===== src/rtl/dma_pkg.sv =====
package dma_pkg;
  localparam int REG_W = 32;

  // control bit positions, decoded by software
  localparam int B_EN     = 0;
  localparam int B_EXT    = 2;
  localparam int B_DDEC   = 4;
  localparam int B_SDEC   = 5;
  localparam int B_DFIX   = 6;
  localparam int B_SFIX   = 7;
  localparam int B_IEN    = 8;
  localparam int B_BURST  = 9;
  localparam int B_WLO    = 12;
  localparam int B_DEMAND = 15;
  localparam int B_SWREQ  = 16;
  localparam int B_TC     = 18;
  localparam int B_DERR   = 21;
  localparam int B_SERR   = 22;
  localparam int B_ACKHI  = 24;
  localparam int B_REQHI  = 25;

  typedef enum logic [1:0] {ST_IDLE = 2'd0, ST_READ = 2'd1, ST_WRITE = 2'd2} eng_state_t;

  function automatic logic misaligned(input logic [1:0] a, input logic [1:0] w);
    return (w == 2'd1 && a[0]) || (w == 2'd2 && a != 2'd0);
  endfunction
endpackage


===== src/rtl/dma_regs.sv =====
module dma_regs import dma_pkg::*; #(
  parameter int AW = 32,
  parameter int CW = 16
) (
  input  logic              clk,
  input  logic              rst,
  input  logic              reg_wr,
  input  logic              reg_rd,
  input  logic [4:0]        reg_addr,
  input  logic [REG_W-1:0]  reg_wdata,
  output logic [REG_W-1:0]  reg_rdata,
  input  logic              done,
  input  logic [AW-1:0]     cur_src,
  input  logic [AW-1:0]     cur_dst,
  input  logic [CW-1:0]     cur_cnt,
  output logic              en,
  output logic              arm,
  output logic              irq,
  output logic              ext_mode,
  output logic              demand,
  output logic              burst,
  output logic              sdec,
  output logic              ddec,
  output logic              sfix,
  output logic              dfix,
  output logic              req_hi,
  output logic              ack_hi,
  output logic [1:0]        width,
  output logic [AW-1:0]     src_base,
  output logic [AW-1:0]     dst_base,
  output logic [CW-1:0]     cnt_base
);
  localparam logic [REG_W-1:0] STORE_MASK =
    (REG_W'(1) << B_EXT)   | (REG_W'(1) << B_DDEC)   | (REG_W'(1) << B_SDEC)  |
    (REG_W'(1) << B_DFIX)  | (REG_W'(1) << B_SFIX)   | (REG_W'(1) << B_IEN)   |
    (REG_W'(1) << B_BURST) | (REG_W'(3) << B_WLO)    | (REG_W'(1) << B_DEMAND)|
    (REG_W'(1) << B_ACKHI) | (REG_W'(1) << B_REQHI);

  logic [REG_W-1:0] ctrl_q;
  logic             tc_q;
  logic             serr, derr, serr_new, derr_new;
  logic [1:0]       w_new;
  logic [REG_W-1:0] ctrl_view;
  logic             ctrl_wr;

  assign ctrl_wr  = reg_wr && reg_addr == 5'h00;
  assign w_new    = ctrl_wr ? reg_wdata[B_WLO +: 2] : ctrl_q[B_WLO +: 2];
  assign serr_new = misaligned(src_base[1:0], w_new);
  assign derr_new = misaligned(dst_base[1:0], w_new);
  assign serr     = misaligned(src_base[1:0], ctrl_q[B_WLO +: 2]);
  assign derr     = misaligned(dst_base[1:0], ctrl_q[B_WLO +: 2]);

  // rising enable: needs aligned bases and a start source in the same write
  assign arm = ctrl_wr && reg_wdata[B_EN] && !en && !serr_new && !derr_new &&
               (reg_wdata[B_EXT] || reg_wdata[B_SWREQ]);

  assign ext_mode = ctrl_q[B_EXT];
  assign demand   = ctrl_q[B_DEMAND];
  assign burst    = ctrl_q[B_BURST];
  assign sdec     = ctrl_q[B_SDEC];
  assign ddec     = ctrl_q[B_DDEC];
  assign sfix     = ctrl_q[B_SFIX];
  assign dfix     = ctrl_q[B_DFIX];
  assign req_hi   = ctrl_q[B_REQHI];
  assign ack_hi   = ctrl_q[B_ACKHI];
  assign width    = ctrl_q[B_WLO +: 2];
  assign irq      = tc_q && ctrl_q[B_IEN];

  always_comb begin
    ctrl_view         = ctrl_q;
    ctrl_view[B_EN]   = en;
    ctrl_view[B_TC]   = tc_q;
    ctrl_view[B_SERR] = serr;
    ctrl_view[B_DERR] = derr;
  end

  always_ff @(posedge clk) begin
    if (rst) begin
      ctrl_q    <= '0;
      en        <= 1'b0;
      tc_q      <= 1'b0;
      src_base  <= '0;
      dst_base  <= '0;
      cnt_base  <= '0;
      reg_rdata <= '0;
    end else begin
      if (reg_wr) begin
        case (reg_addr)
          5'h00:   ctrl_q   <= reg_wdata & STORE_MASK;
          5'h04:   src_base <= AW'(reg_wdata);
          5'h08:   dst_base <= AW'(reg_wdata);
          5'h0C:   cnt_base <= CW'(reg_wdata);
          default: ;
        endcase
      end
      if (done)         en <= 1'b0;
      else if (ctrl_wr) en <= reg_wdata[B_EN] && (en || arm);
      if (done)                              tc_q <= 1'b1;
      else if (ctrl_wr && !reg_wdata[B_TC])  tc_q <= 1'b0;
      if (reg_rd) begin
        case (reg_addr)
          5'h00:   reg_rdata <= ctrl_view;
          5'h04:   reg_rdata <= REG_W'(src_base);
          5'h08:   reg_rdata <= REG_W'(dst_base);
          5'h0C:   reg_rdata <= REG_W'(cnt_base);
          5'h10:   reg_rdata <= REG_W'(cur_src);
          5'h14:   reg_rdata <= REG_W'(cur_dst);
          5'h18:   reg_rdata <= REG_W'(cur_cnt);
          default: reg_rdata <= '0;
        endcase
      end
    end
  end

  AST_TC_STICKY: assert property (@(posedge clk) disable iff (rst)
    tc_q && !(ctrl_wr && !reg_wdata[B_TC]) |=> tc_q);
  AST_NO_LONE_ENABLE: assert property (@(posedge clk) disable iff (rst)
    ctrl_wr && reg_wdata[B_EN] && !reg_wdata[B_SWREQ] && !reg_wdata[B_EXT] && !en |=> !en);
  AST_ALIGNED_AT_START: assert property (@(posedge clk) disable iff (rst)
    $rose(en) |-> !serr && !derr);
endmodule


===== src/rtl/dma_reqif.sv =====
module dma_reqif (
  input  logic clk,
  input  logic rst,
  input  logic ext_req,
  input  logic req_hi,
  input  logic ack_hi,
  input  logic arm,
  input  logic grant,
  input  logic beat_ack,
  output logic req_active,
  output logic req_pend,
  output logic ext_ack
);
  logic req_q, act_d, ack_q;

  assign req_active = req_hi ? req_q : !req_q;
  assign ext_ack    = ack_hi ? ack_q : !ack_q;

  always_ff @(posedge clk) begin
    if (rst) begin
      req_q    <= 1'b1;
      act_d    <= 1'b0;
      req_pend <= 1'b0;
      ack_q    <= 1'b0;
    end else begin
      req_q <= ext_req;
      act_d <= req_active;
      ack_q <= beat_ack;
      if (arm) req_pend <= 1'b0;
      else     req_pend <= (req_active && !act_d) || (req_pend && !grant);
    end
  end

  AST_ACK_ONE_CYCLE: assert property (@(posedge clk) disable iff (rst)
    ack_q |=> !ack_q);
endmodule


===== src/rtl/dma_engine.sv =====
module dma_engine import dma_pkg::*; #(
  parameter int AW        = 32,
  parameter int DW        = 32,
  parameter int CW        = 16,
  parameter int BURST_LEN = 4
) (
  input  logic          clk,
  input  logic          rst,
  input  logic          en,
  input  logic          arm,
  input  logic          ext_mode,
  input  logic          demand,
  input  logic          burst,
  input  logic          sdec,
  input  logic          ddec,
  input  logic          sfix,
  input  logic          dfix,
  input  logic [1:0]    width,
  input  logic [AW-1:0] src_base,
  input  logic [AW-1:0] dst_base,
  input  logic [CW-1:0] cnt_base,
  input  logic          req_active,
  input  logic          req_pend,
  output logic          rd_valid,
  input  logic          rd_ready,
  input  logic [DW-1:0] rd_data,
  output logic          wr_valid,
  input  logic          wr_ready,
  output logic [DW-1:0] wr_data,
  output logic [AW-1:0] cur_src,
  output logic [AW-1:0] cur_dst,
  output logic [CW-1:0] cur_cnt,
  output logic          grant,
  output logic          done,
  output logic          beat_ack
);
  localparam int BEAT_W = (BURST_LEN > 1) ? $clog2(BURST_LEN) : 1;

  eng_state_t        st;
  logic [BEAT_W-1:0] beat;
  logic              unit_ok, last_beat, wr_fire;

  function automatic logic [AW-1:0] next_addr(input logic [AW-1:0] a, input logic fix,
                                               input logic dec, input logic [1:0] w);
    logic [AW-1:0] d;
    d = (w == 2'd2) ? AW'(4) : (w == 2'd1) ? AW'(2) : AW'(1);
    if (fix) return a;
    return dec ? a - d : a + d;
  endfunction

  assign unit_ok   = ext_mode ? (demand ? req_active : req_pend) : 1'b1;
  assign last_beat = !burst || beat == BEAT_W'(BURST_LEN - 1);
  assign wr_fire   = st == ST_WRITE && wr_ready;
  assign grant     = st == ST_IDLE && en && !arm && cur_cnt != '0 && unit_ok;
  assign done      = (st == ST_IDLE && en && !arm && cur_cnt == '0) ||
                     (wr_fire && last_beat && cur_cnt == CW'(1));
  assign beat_ack  = wr_fire && ext_mode;
  assign rd_valid  = st == ST_READ;
  assign wr_valid  = st == ST_WRITE;

  always_ff @(posedge clk) begin
    if (rst) begin
      st      <= ST_IDLE;
      beat    <= '0;
      cur_src <= '0;
      cur_dst <= '0;
      cur_cnt <= '0;
      wr_data <= '0;
    end else if (arm) begin
      st      <= ST_IDLE;
      beat    <= '0;
      cur_src <= src_base;
      cur_dst <= dst_base;
      cur_cnt <= cnt_base;
    end else begin
      case (st)
        ST_IDLE: if (grant) begin
          st   <= ST_READ;
          beat <= '0;
        end
        ST_READ: if (rd_ready) begin
          wr_data <= rd_data;
          st      <= ST_WRITE;
        end
        ST_WRITE: if (wr_ready) begin
          cur_src <= next_addr(cur_src, sfix, sdec, width);
          cur_dst <= next_addr(cur_dst, dfix, ddec, width);
          if (last_beat) begin
            cur_cnt <= cur_cnt - CW'(1);
            st      <= ST_IDLE;
          end else begin
            beat <= beat + BEAT_W'(1);
            st   <= ST_READ;
          end
        end
        default: st <= ST_IDLE;
      endcase
    end
  end

  AST_READ_BEFORE_WRITE: assert property (@(posedge clk) disable iff (rst)
    $rose(wr_valid) |-> $past(rd_valid && rd_ready));
  AST_READ_HELD: assert property (@(posedge clk) disable iff (rst)
    rd_valid && !rd_ready && !arm |=> rd_valid && $stable(cur_src));
  AST_COUNT_DOWN_ONLY: assert property (@(posedge clk) disable iff (rst)
    !arm |=> cur_cnt <= $past(cur_cnt));
  AST_BEAT_NEEDS_ENABLE: assert property (@(posedge clk) disable iff (rst)
    $rose(rd_valid) |-> $past(en));
endmodule


===== src/rtl/dma_chan.sv =====
module dma_chan import dma_pkg::*; #(
  parameter int AW        = 32,
  parameter int DW        = 32,
  parameter int CW        = 16,
  parameter int BURST_LEN = 4
) (
  input  logic             clk,
  input  logic             rst,
  input  logic             reg_wr,
  input  logic             reg_rd,
  input  logic [4:0]       reg_addr,
  input  logic [REG_W-1:0] reg_wdata,
  output logic [REG_W-1:0] reg_rdata,
  output logic             rd_valid,
  input  logic             rd_ready,
  output logic [AW-1:0]    rd_addr,
  input  logic [DW-1:0]    rd_data,
  output logic             wr_valid,
  input  logic             wr_ready,
  output logic [AW-1:0]    wr_addr,
  output logic [DW-1:0]    wr_data,
  output logic [1:0]       xfer_size,
  input  logic             ext_req,
  output logic             ext_ack,
  output logic             irq_o
);
  logic          en, arm, ext_mode, demand, burst, sdec, ddec, sfix, dfix, req_hi, ack_hi;
  logic [1:0]    width;
  logic [AW-1:0] src_base, dst_base, cur_src, cur_dst;
  logic [CW-1:0] cnt_base, cur_cnt;
  logic          done, grant, beat_ack, req_active, req_pend;

  assign rd_addr   = cur_src;
  assign wr_addr   = cur_dst;
  assign xfer_size = width;

  dma_regs #(.AW(AW), .CW(CW)) regs_i (
    .clk(clk), .rst(rst), .reg_wr(reg_wr), .reg_rd(reg_rd), .reg_addr(reg_addr),
    .reg_wdata(reg_wdata), .reg_rdata(reg_rdata), .done(done),
    .cur_src(cur_src), .cur_dst(cur_dst), .cur_cnt(cur_cnt),
    .en(en), .arm(arm), .irq(irq_o), .ext_mode(ext_mode), .demand(demand),
    .burst(burst), .sdec(sdec), .ddec(ddec), .sfix(sfix), .dfix(dfix),
    .req_hi(req_hi), .ack_hi(ack_hi), .width(width),
    .src_base(src_base), .dst_base(dst_base), .cnt_base(cnt_base));

  dma_reqif reqif_i (
    .clk(clk), .rst(rst), .ext_req(ext_req), .req_hi(req_hi), .ack_hi(ack_hi),
    .arm(arm), .grant(grant), .beat_ack(beat_ack),
    .req_active(req_active), .req_pend(req_pend), .ext_ack(ext_ack));

  dma_engine #(.AW(AW), .DW(DW), .CW(CW), .BURST_LEN(BURST_LEN)) eng_i (
    .clk(clk), .rst(rst), .en(en), .arm(arm), .ext_mode(ext_mode), .demand(demand),
    .burst(burst), .sdec(sdec), .ddec(ddec), .sfix(sfix), .dfix(dfix), .width(width),
    .src_base(src_base), .dst_base(dst_base), .cnt_base(cnt_base),
    .req_active(req_active), .req_pend(req_pend),
    .rd_valid(rd_valid), .rd_ready(rd_ready), .rd_data(rd_data),
    .wr_valid(wr_valid), .wr_ready(wr_ready), .wr_data(wr_data),
    .cur_src(cur_src), .cur_dst(cur_dst), .cur_cnt(cur_cnt),
    .grant(grant), .done(done), .beat_ack(beat_ack));
endmodule


===== config.mk =====
export PLATFORM = sky130hd
export DESIGN_NAME = dma_chan
export DESIGN_NICKNAME = d
export VERILOG_FILES = /design/src/rtl/dma_pkg.sv /design/src/rtl/dma_regs.sv /design/src/rtl/dma_reqif.sv /design/src/rtl/dma_engine.sv /design/src/rtl/dma_chan.sv
export SDC_FILE = /design/constraint.sdc
export NUM_CORES = 1
export LEC_CHECK = 0
export BUFFER_PORTS_ARGS = -buffer_cell sky130_fd_sc_hd__buf_2
export CELL_PAD_IN_SITES_DETAIL_PLACEMENT = 1
export CELL_PAD_IN_SITES_GLOBAL_PLACEMENT = 1
export CORE_MARGIN = 2
export CORE_UTILIZATION = 42
export DETAILED_ROUTE_END_ITERATION = 12
export PLACE_DENSITY_LB_ADDON = 0.2
export SYNTH_ARGS = -nofsm -noshare
export SYNTH_HDL_FRONTEND = slang
export SYNTH_SLANG_ARGS = --single-unit

===== constraint.sdc =====
create_clock -name clk -period 4 [get_ports clk]
set_input_delay 0.6 -clock clk [delete_from_list [all_inputs] [get_ports clk]]
set_output_delay 0.6 -clock clk [all_outputs]
set_load 0.005 [all_outputs]

==> results_dict.tcl <==
set metrics [dict create \
    htree_levels 1 \
    drc 0 \
    fin_hold_ws_ns 0.240 \
    die_x_um 184 \
    irDropWorstVdd_mv 0.317 \
    regArea_mm2 0.00492 \
    cts_buffers 29 \
    cts_buffer_depth 3 \
    place_area_mm2 0.0150 \
    post_cts_resized 0 \
    finish.cell_count_without_fillers 2388 \
    synth_edf_count 0 \
    drt_iter0_markers 1245 \
    clkTransAtPathRegs_ns 0.06 \
    syn_to_final_growth_pct 17.9 \
    avgViaCountPerCell 6.07 \
    grt_pass1_wl_mm 84.3 \
    clock.fmax_mhz 266 \
    netlist_area_mm2 0.0136 \
    ys_seq_elements 246 \
    ys_types 78 \
    vias 14500 \
    start_util_pct 42.8 \
    nets 2114 \
    yosys.area.top_type_share_pct 36.3 \
    final_common_cell "nand2_1" \
    hold_depth 2 \
    die_y_um 184 \
    post-route-min-period_ns 3.75 \
    fin_setup_tns_ns 0 \
    rr_worst_depth 15 \
    worstMarginPinSlew_ns 1.03 \
    crit_path_max_fanout 6 \
    insertion_delay_ns 0.55 \
    post-route-period-util_pct 93.8 \
    ys.warnings.count 0 \
    grt_pass1_vias 14600 \
    numClockSinks 246 \
    leakage_nw 6.66 \
    criticalPathCategory "register to register" \
    synthArstFlopShare_pct 0 \
    dp_hpwl_mm 39.9 \
    slew_viol_final 0 \
    cp.arrival_ns 4.19 \
    die-area_mm2 0.0338 \
    place_congestion 0.939 \
    place_inst 2339 \
    multi_input_area_mm2 0.00816 \
    rsz0062_at_grt "yes" \
    fin_util_pct 50.5 \
    grt_max_degree 137 \
    synth_ff_type "dfxtp_1" \
    antenna_found_initial 4 \
    slew_headroom_pct 31.4 \
    hold_buffers 0 \
    setup_violations 0 \
    synth_area_leaders "dfxtp_1 (36%), nand2_1 (10%), a21oi_1 (9.7%), ha_1 (6.3%), nor2_1 (4.5%)" \
    outcome "completed" \
    cts_tree "built" \
    core_area_mm2 0.0317 \
    row_count 65 \
    post_cts_buffers 0 \
    drt_first_pass_iters 5 \
    routedWlPerCell_um 23.1 \
    place_ws_ns 0.134 \
    syn-num-nets 1950 \
    overflow 0 \
    fillers 4037 \
    critPathLaunchType "register" \
    yosysSeqAreaShare_pct 36.3 \
    grt_usage_pct 32.1 \
    postRouteAntennaNets 0 \
    wl_mm 55.0 \
    hp-class "input pin to register" \
    cts_root_buf "clkbuf_16" \
    worst_setup_path_end_kind "register" \
    avgSynthCellArea_um2 7.53 \
    setup_slack_ns 0.247 \
    portBuffers 209 \
    power_density_mw_per_mm2 335 \
    maxCapViolations 0 \
    final_cell_mix "nand2_1 (376), a21oi_1 (262), dfxtp_1 (246)" \
    final_cell_area_mm2 0.0160 \
    synth_area_leader_cell "dfxtp_1" \
    drive_above_1_share_pct 16.7 \
    finClkSkew_ns 0.0144 \
    io_pins 210 \
    hold_viol_final 0 \
    p_total_mw 5.36 \
    postSynthCellCount 1804 \
    cp.required_ns 4.44 \
]
cell usage after synthesis (3+ instances only):
master	count
nor3b_1	4
o21a_1	8
ha_1	68
nor2b_1	12
inv_1	26
and2_1	8
a31oi_1	17
nand2_1	376
a221oi_1	5
dfxtp_1	246
buf_2	12
a222oi_1	3
o211ai_1	11
a211o_1	3
o21ai_1	5
nand3_1	16
o31ai_1	5
or2_2	5
nand2b_1	18
mux2_2	12
a21o_1	28
clkbuf_1	102
xnor2_1	31
a211oi_1	33
nand4_1	9
o21ai_0	88
and3_1	9
a21oi_1	262
a311oi_1	19
or3_1	8
nor3_1	34
xor2_1	27
nor2_1	162
o21bai_1	4
a22oi_1	72
or4_1	3
nor4_1	4
final timing paths:
kind,start,end,slack (ns)
max,regs_i.ctrl_q[12],eng_i.cur_src[30],0.25
min reg2reg,eng_i.wr_data[26],eng_i.wr_data[26],0.45
max reg2reg,regs_i.ctrl_q[12],eng_i.cur_src[30],0.25
min,ext_req,reqif_i.req_q,0.24
critical path, cell delays in order, from the launching register on:
cell and delay [ns]:
dfxtp_1 0.43, inv_1 0.08, ha_1 0.32, ha_1 0.23
fa_1 0.38, and2b_1 0.24, o21ai_1 0.11, a21boi_2 0.22
nor3_1 0.12, o41ai_2 0.38, a21o_1 0.23, o211ai_2 0.12
o21ai_2 0.23, a31oi_1 0.14, xor2_1 0.16, a311oi_1 0.27
power by group:
part | internal, mW | switching, mW | leakage [nW]
sequential | 2.46 | 0.0179 | 1.98
clock | 1.57 | 1.06 | 0.459
combinational | 0.0732 | 0.176 | 4.22
total | 4.11 | 1.25 | 6.66
routing by layer:
| metal | share of wire (%) | vias to the layer above | track usage, % |
|---|---|---|---|
| met3 | 7.9 | 138 | 6.66 |
| met1 | 41 | 7093 | 39.8 |
| met4 | 5.3 | 6 | 15.1 |
| met2 | 46 | 550 | 53.2 |
| met5 | 0.071 | - | 0 |
| li1 | - | 6706 | - |
flip-flops by register name, summed over array words and instances (netlist names), 2 cells and up:
name and count:
regs_i.ctrl_q 12, regs_i.cnt_base 16, eng_i.st 2, regs_i.dst_base 32, eng_i.beat 2, regs_i.src_base 32, eng_i.cur_cnt 16, eng_i.cur_src 32
eng_i.cur_dst 32, regs_i.reg_rdata 32, eng_i.wr_data 32
layout make-up:
| class | instances | share of cell area (%) |
|---|---|---|
| diodes | 1 | 0.0156 |
| well taps | 402 | 3.14 |
| flip-flops and latches | 246 | 30.8 |
| multi-input cells | 1415 | 50.9 |
| repair buffers | 250 | 8.75 |
| clock inverters | 6 | 0.500 |
| clock buffers | 42 | 5.28 |
| inverters | 26 | 0.610 |
cell families after synthesis:
logic type,count (synthesis),synth area share [%]
xor+xnor,58,3.74
buf+inv,143,4.12
simple gates,677,21.0
fa+ha+maj,70,6.56
compound gates,597,27.3
flops,246,36.3
mux,13,1.07
(Power assumes the default switching activity.)
